**src/rtl/shf_pkg.sv**
```systemverilog
package shf_pkg;
   typedef enum logic [1:0] {
      SHF_OP_SHR_REG = 2'd0,
      SHF_OP_SHR_IMM = 2'd1,
      SHF_OP_FUNNEL  = 2'd2,
      SHF_OP_PASS    = 2'd3
   } shf_op_e;

   typedef struct packed {
      logic cy;
      logic ov;
      logic s;
      logic z;
   } shf_flags_t;
endpackage

```
**src/rtl/shf_amt_sel.sv**
```systemverilog
module shf_amt_sel #(
   parameter int DATA_W = 32,
   parameter int AMT_W  = $clog2(DATA_W)
) (
   input  logic [1:0]        op,
   input  logic [DATA_W-1:0] amt_reg,
   input  logic [AMT_W-1:0]  imm,
   output logic [AMT_W-1:0]  amt,
   output logic              use_hi,
   output logic              logical
);
   import shf_pkg::*;

   logic unused_amt_hi;
   assign unused_amt_hi = ^amt_reg[DATA_W-1:AMT_W];

   always_comb begin
      amt     = '0;
      use_hi  = 1'b0;
      logical = 1'b0;
      unique case (shf_op_e'(op))
         SHF_OP_SHR_REG: begin
            amt     = amt_reg[AMT_W-1:0];
            logical = 1'b1;
         end
         SHF_OP_SHR_IMM: begin
            amt     = imm;
            logical = 1'b1;
         end
         SHF_OP_FUNNEL: begin
            amt    = amt_reg[AMT_W-1:0];
            use_hi = 1'b1;
         end
         default: amt = '0;
      endcase
   end
endmodule

```
**src/rtl/shf_barrel.sv**
```systemverilog
module shf_barrel #(
   parameter int DATA_W = 32,
   parameter int AMT_W  = $clog2(DATA_W),
   parameter int ARCH   = 0
) (
   input  logic [DATA_W-1:0] hi,
   input  logic [DATA_W-1:0] lo,
   input  logic [AMT_W-1:0]  amt,
   output logic [DATA_W-1:0] res,
   output logic              cy
);
   localparam int WIDE = 2 * DATA_W + 1;

   logic [WIDE-1:0] start;
   logic [WIDE-1:0] fin;
   logic unused_top;

   // Guard bit below bit 0 catches the last bit shifted out.
   assign start = {hi, lo, 1'b0};

   generate
      if (ARCH == 0) begin : g_log
         logic [WIDE-1:0] stg [0:AMT_W];
         assign stg[0] = start;
         for (genvar i = 0; i < AMT_W; i++) begin : g_stage
            localparam int SH = 1 << i;
            assign stg[i+1] = amt[i] ? (stg[i] >> SH) : stg[i];
         end
         assign fin = stg[AMT_W];
      end else if (ARCH == 1) begin : g_flat
         assign fin = start >> amt;
      end else begin : g_bad
         $error("shf_barrel: ARCH must be 0 or 1");
      end
   endgenerate

   assign res        = fin[DATA_W:1];
   assign cy         = fin[0];
   assign unused_top = ^fin[WIDE-1:DATA_W+1];
endmodule

```
**src/rtl/shf_flag_gen.sv**
```systemverilog
module shf_flag_gen #(
   parameter int DATA_W = 32
) (
   input  logic [DATA_W-1:0] res,
   input  logic              cy_in,
   input  logic              upd,
   output shf_pkg::shf_flags_t flags
);
   always_comb begin
      flags = '0;
      if (upd) begin
         flags.cy = cy_in;
         flags.ov = 1'b0;
         flags.s  = res[DATA_W-1];
         flags.z  = (res == '0);
      end
   end
endmodule

```
**src/rtl/shf_unit.sv**
```systemverilog
module shf_unit #(
   parameter int DATA_W = 32,
   parameter int ARCH   = 0,
   localparam int AMT_W = $clog2(DATA_W)
) (
   input  logic [1:0]        op,
   input  logic [DATA_W-1:0] amt_reg,
   input  logic [DATA_W-1:0] src_lo,
   input  logic [DATA_W-1:0] src_hi,
   input  logic [AMT_W-1:0]  imm,
   output logic [DATA_W-1:0] result,
   output logic              dest_hi,
   output logic              flag_upd,
   output logic              flag_cy,
   output logic              flag_ov,
   output logic              flag_s,
   output logic              flag_z
);
   import shf_pkg::*;

   generate
      if (DATA_W < 2 || (DATA_W & (DATA_W - 1)) != 0) begin : g_chk_w
         $error("shf_unit: DATA_W must be a power of two >= 2");
      end
   endgenerate

   logic [AMT_W-1:0]  amt;
   logic              use_hi;
   logic              logical;
   logic [DATA_W-1:0] hi_sel;
   logic              cy_raw;
   shf_flags_t        flags;

   shf_amt_sel #(.DATA_W(DATA_W), .AMT_W(AMT_W)) u_amt (
      .op      (op),
      .amt_reg (amt_reg),
      .imm     (imm),
      .amt     (amt),
      .use_hi  (use_hi),
      .logical (logical)
   );

   assign hi_sel = use_hi ? src_hi : '0;

   shf_barrel #(.DATA_W(DATA_W), .AMT_W(AMT_W), .ARCH(ARCH)) u_bar (
      .hi  (hi_sel),
      .lo  (src_lo),
      .amt (amt),
      .res (result),
      .cy  (cy_raw)
   );

   shf_flag_gen #(.DATA_W(DATA_W)) u_flg (
      .res   (result),
      .cy_in (cy_raw),
      .upd   (logical),
      .flags (flags)
   );

   assign dest_hi  = use_hi;
   assign flag_upd = logical;
   assign flag_cy  = flags.cy;
   assign flag_ov  = flags.ov;
   assign flag_s   = flags.s;
   assign flag_z   = flags.z;
endmodule

```
**config.mk**
```make
export PLATFORM = sky130hd
export DESIGN_NAME = shf_unit
export DESIGN_NICKNAME = d
export VERILOG_FILES = /design/src/rtl/shf_pkg.sv /design/src/rtl/shf_amt_sel.sv /design/src/rtl/shf_barrel.sv /design/src/rtl/shf_flag_gen.sv /design/src/rtl/shf_unit.sv
export SDC_FILE = /design/constraint.sdc
export NUM_CORES = 1
export LEC_CHECK = 0
export ABC_AREA = 1
export CAP_MARGIN = 20
export CORE_ASPECT_RATIO = 0.5
export CORE_UTILIZATION = 43
export DETAILED_ROUTE_END_ITERATION = 6
export GPL_TIMING_DRIVEN = 0
export PLACE_DENSITY_LB_ADDON = 0.12
export SLEW_MARGIN = 20
export SYNTH_ARGS = -nofsm -noshare
export SYNTH_HDL_FRONTEND = slang
export SYNTH_SLANG_ARGS = --single-unit
```
**constraint.sdc**
```tcl
create_clock -name vclk -period 2.4
set_input_delay 0.48 -clock vclk [all_inputs]
set_output_delay 0.48 -clock vclk [all_outputs]
set_load 0.03 [all_outputs]
```
==> impl_metrics.toml, run 1 <==
[yosys]
seq_area_frac_synth_pct = 0
synth_area_um2 = 3780
yosysWarnings = 0
syn_inst = 817
syn_area_per_cell_um2 = 4.62
synth_cell_types = 28
syn_nets = 920

[placed_design]
globalplace.congestion = 1.09
dpl.hpwl_mm = 16.0
io_buffers = 110
dpl.cell_count = 1039
dpl-instance-area_um2 = 5560

[floorplan]
start_util_pct = 45.7
rows = 23
ios = 141
die_h_um = 68.3
die_x_um = 135

[outcome]
failed_stage = "5_1_grt"
outcome = "did not finish"
tool.error = "[ERROR GRT-0116] Global routing finished with congestion. Check the congestion regions in the DRC Viewer."

[global_route]
grt_usage_pct = 82.7
gr-total-overflow = 112
grt_max_degree = 11
grt_pass1_vias = 9781
grt_first_pass_wirelength_mm = 56.2
metrics by stage:
step	setup WS [ns]	hold WS [ns]
CTS	-0.550	1.56
detailed placement	-1.62	1.72
global placement	-1.59	1.72
floorplan	-0.268	1.12
repair_timing:
| item | in CTS |
|---|---|
| setup buffers | 56 |
| cloned | 13 |
| gates resized for setup | 672 |
| pin swaps | 88 |
| endpoints found under the setup margin | 36 |
| hold buffers | 0 |
routing by layer:
metal  track usage (%)  overflow
met3              65.3         6
met1              79.7         4
met4              93.0        33
met5              58.3         1
met2               100        68
cell families after synthesis:
family,count (synthesis),share of synthesized area (%)
buffers and inverters,124,15.8
AO/OA/AOI/OAI,31,5.60
AND/OR/NAND/NOR,661,78.5
other,1,0.0993
cells in the mapped netlist:
library cell	n	area (um^2)
buf_4	11	82.6
clkbuf_1	21	78.8
inv_1	53	199
o22ai_4	1	20.0
conb_1	1	3.75
o22ai_2	1	12.5
buf_2	23	115
inv_6	2	17.5
o22ai_1	1	6.26
nand4_1	3	18.8
nand2_1	267	1000
nand3_4	1	17.5
o21ai_0	8	40.0
nand3_1	348	1740
inv_2	4	15.0
nand2_2	3	18.8
o211ai_1	9	67.6
clkinv_1	2	7.51
a21o_1	2	15.0
and2_1	1	6.26
a21oi_1	2	10.0
nor2_1	36	135
buf_1	1	3.75
a31oi_1	1	6.26
a311oi_1	1	8.76
buf_6	7	78.8
nand2_4	2	22.5
o21ai_1	5	25.0
==> run 2: changes to the inputs <==
- CORE_ASPECT_RATIO: 0.5 -> unset
- CORE_UTILIZATION: 43 -> 35
- PLACE_DENSITY_LB_ADDON: 0.12 -> 0.15
- clock period: 2.4 -> 3.12 ns (I/O delays scaled with it)
==> run 2 against run 1 <==
The flow now finishes, with violations (setup timing). Area after synthesis unchanged. Synthesized cell count unchanged.
==> impl_metrics.toml, run 2 <==
[floorplan]
dieArea_um2 = 11200
core_area_um2 = 10400
start_util_pct = 36.4
die_h_um = 106
die_x_um = 106
rows = 37
ios = 141

[layout]
finalNetCount = 1092
antenna_cells = 0
final_common_cell = "nand2_1"
final_cell_mix = "nand2_1 (191), nand3_1 (179), nand3_2 (131)"
nFillCells = 845
register_area_um2 = 0
postLayoutCellArea_um2 = 7680
drive_above_1_share_pct = 45.1
clock_buffers = 0
final_cell_count_no_fill = 1123
design.seq.count = 0
syn_to_final_growth_pct = 103

[power]
leakagePower_uw = 0.00367
power_uw = 1990
power_density_nw_per_um2 = 259
vdd_drop_max_v = 0.000211

[critical_path]
cpPeakStageDelay_ns = 0.16
cp_top_family = "simple AND/OR/NAND/NOR gates"
cp_slowest_cell = "nand2_1"
crit_path_max_fanout = 8
crit_chain = "buf_12 -> inv_12 -> buf_6 -> nand3_4 -> nand2_8 -> inv_12 -> buf_12 -> nand3_1 -> nand2_1 -> nand2_1 -> nand3_2 -> nand2_1 -> nand2_2 -> nand2_2 -> nor2_4 -> nand2_2 -> nor2_4 -> nand3_2 -> nor2_2 -> buf_6"
arrival_ns = 2.81
cp-start-kind = "input port"
cp.required_ns = 2.50
end_kind = "output port"
path_buf_inv = 6
crit_type = "in2out"

[yosys]
synth_compound_area_share_pct = 5.60
synth.most_common_cell = "nand3_1"
synth.area.mux_share_pct = 0
synth.area.top_cells = "nand3_1 (46%), nand2_1 (27%), inv_1 (5.3%), nor2_1 (3.6%), buf_2 (3.0%)"
synth-adder-area-share_pct = 0
yosys.area.top_type_share_pct = 46.1
yosysTopAreaCell = "nand3_1"
seq_area_frac_synth_pct = 0
synth_cell_types = 28
yosys-top-cells-count = "nand3_1 (348), nand2_1 (267), inv_1 (53)"
syn_area_per_cell_um2 = 4.62
yosysWarnings = 0
syn_nets = 920
synth-simple-area-share_pct = 78.5
synth_top_family_by_area = "simple AND/OR/NAND/NOR gates"
synth_xor_area_share_pct = 0
syn_inst = 817
synth_area_um2 = 3780

[placed_design]
io_buffers = 110
dpl.cell_count = 1063
dpl-instance-area_um2 = 5060
dpl.hpwl_mm = 16.7
globalplace.congestion = 1.07

[timing]
layout_setup_ws_ns = -0.315
max_freq_ghz = 0.291
finalHoldViolations = 0
worst_hold_slack_ns = 1.73
drv_slew = 0
setup_viol = 9
period_share_pct = 110
fin_crit_ns = 3.43
rsz0062_at_grt = "true"

[min_path]
hold_start = "op[1]"
min_to = "flag_cy"
hp-class = "in2out"
holdPathStages = 4

[global_route]
gr-total-overflow = 0
grt_first_pass_wirelength_mm = 36.2
grt_max_degree = 11
grt_usage_pct = 42.1
grt_pass1_vias = 6749
antenna_found_initial = 0

[run]
max_cap_viol_count = 0

[detailed_routing]
vias = 7046
via_per_inst = 6.27
ant_nets = 0
drt-wirelength-per-cell_um = 22.5
drtIter0Drc = 805
drc_errors = 0
routed_wl_mm = 25.2
drt_pass1_iterations = 7

[clock_network]
cts_hold_buf = 0

[outcome]
violations = "setup timing"
outcome = "complete, but fails checks"
==> run 2: cell counts after synthesis <==
No cell type changed its count.
==> run 2: what timing repair did <==
action                                  CTS  global route
gates cloned                              8             0
resized for setup                       477           220
pin swaps                                73            65
buffers inserted                         43            14
endpoints found under the setup margin   35            35
==> run 2: worst max-delay path by stage <==
stage,startpoint,to,slack (ns),depth (start not counted)
after global routing,op[1],flag_z,-0.33,19
after floorplan,op[1],flag_z,-0.07,16
final,op[1],flag_z,-0.31,20
after global placement,amt_reg[2],flag_z,-1.42,15
after detailed placement,amt_reg[2],flag_z,-1.39,15
after CTS,op[1],flag_z,-0.21,19
==> run 2: cell families after synthesis <==
logic type,count (synthesis)
AOI/OAI and AO/OA,31
buffers and inverters,124
other,1
and+or+nand+nor,661
==> run 2: report_power, final <==
group | internal [uW] | switching, uW | leakage [uW] | total [uW]
Clock | 0 | 0 | 0 | 0
Combinational | 783 | 1210 | 0.00367 | 1990
Sequential | 0 | 0 | 0 | 0
Total | 783 | 1210 | 0.00367 | 1990
==> run 2: worst min-delay path, stage by stage <==
cell	delay, ns
buf_12	0.10
buf_4	0.16
a311oi_2	0.05
buf_4	0.16
==> run 2: per-stage QoR <==
| step | util, % | setup slack (ns) | TNS (ns) |
|---|---|---|---|
| 3_5_place_dp | 48.8 | -1.39 | -26.98 |
| 3_3_place_gp | 48.8 | -1.42 | -27.75 |
| 2_1_floorplan | - | -0.0697 | -0.0697 |
| 5_1_grt | 74.1 | -0.333 | -1.65 |
| 4_1_cts | 68.4 | -0.208 | -0.503 |
| 6_report | 74.1 | -0.315 | -0.725 |
==> run 2: metal layers <==
metal | GRT usage (%) | part of all wire (%)
met2 | 68.7 | 44
met5 | 0 | 0
met3 | 8.53 | 12
met4 | 25.2 | 6.9
met1 | 50.7 | 37
==> run 2: cell type report <==
class	count	area (um^2)	share of cell area, %
inverter	61	272	3.53
tap	136	170	2.22
multi-input combinational	693	4720	61.5
timing repair buffer	174	1770	23.1
buffer	59	742	9.66
(Power assumes the default switching activity.)
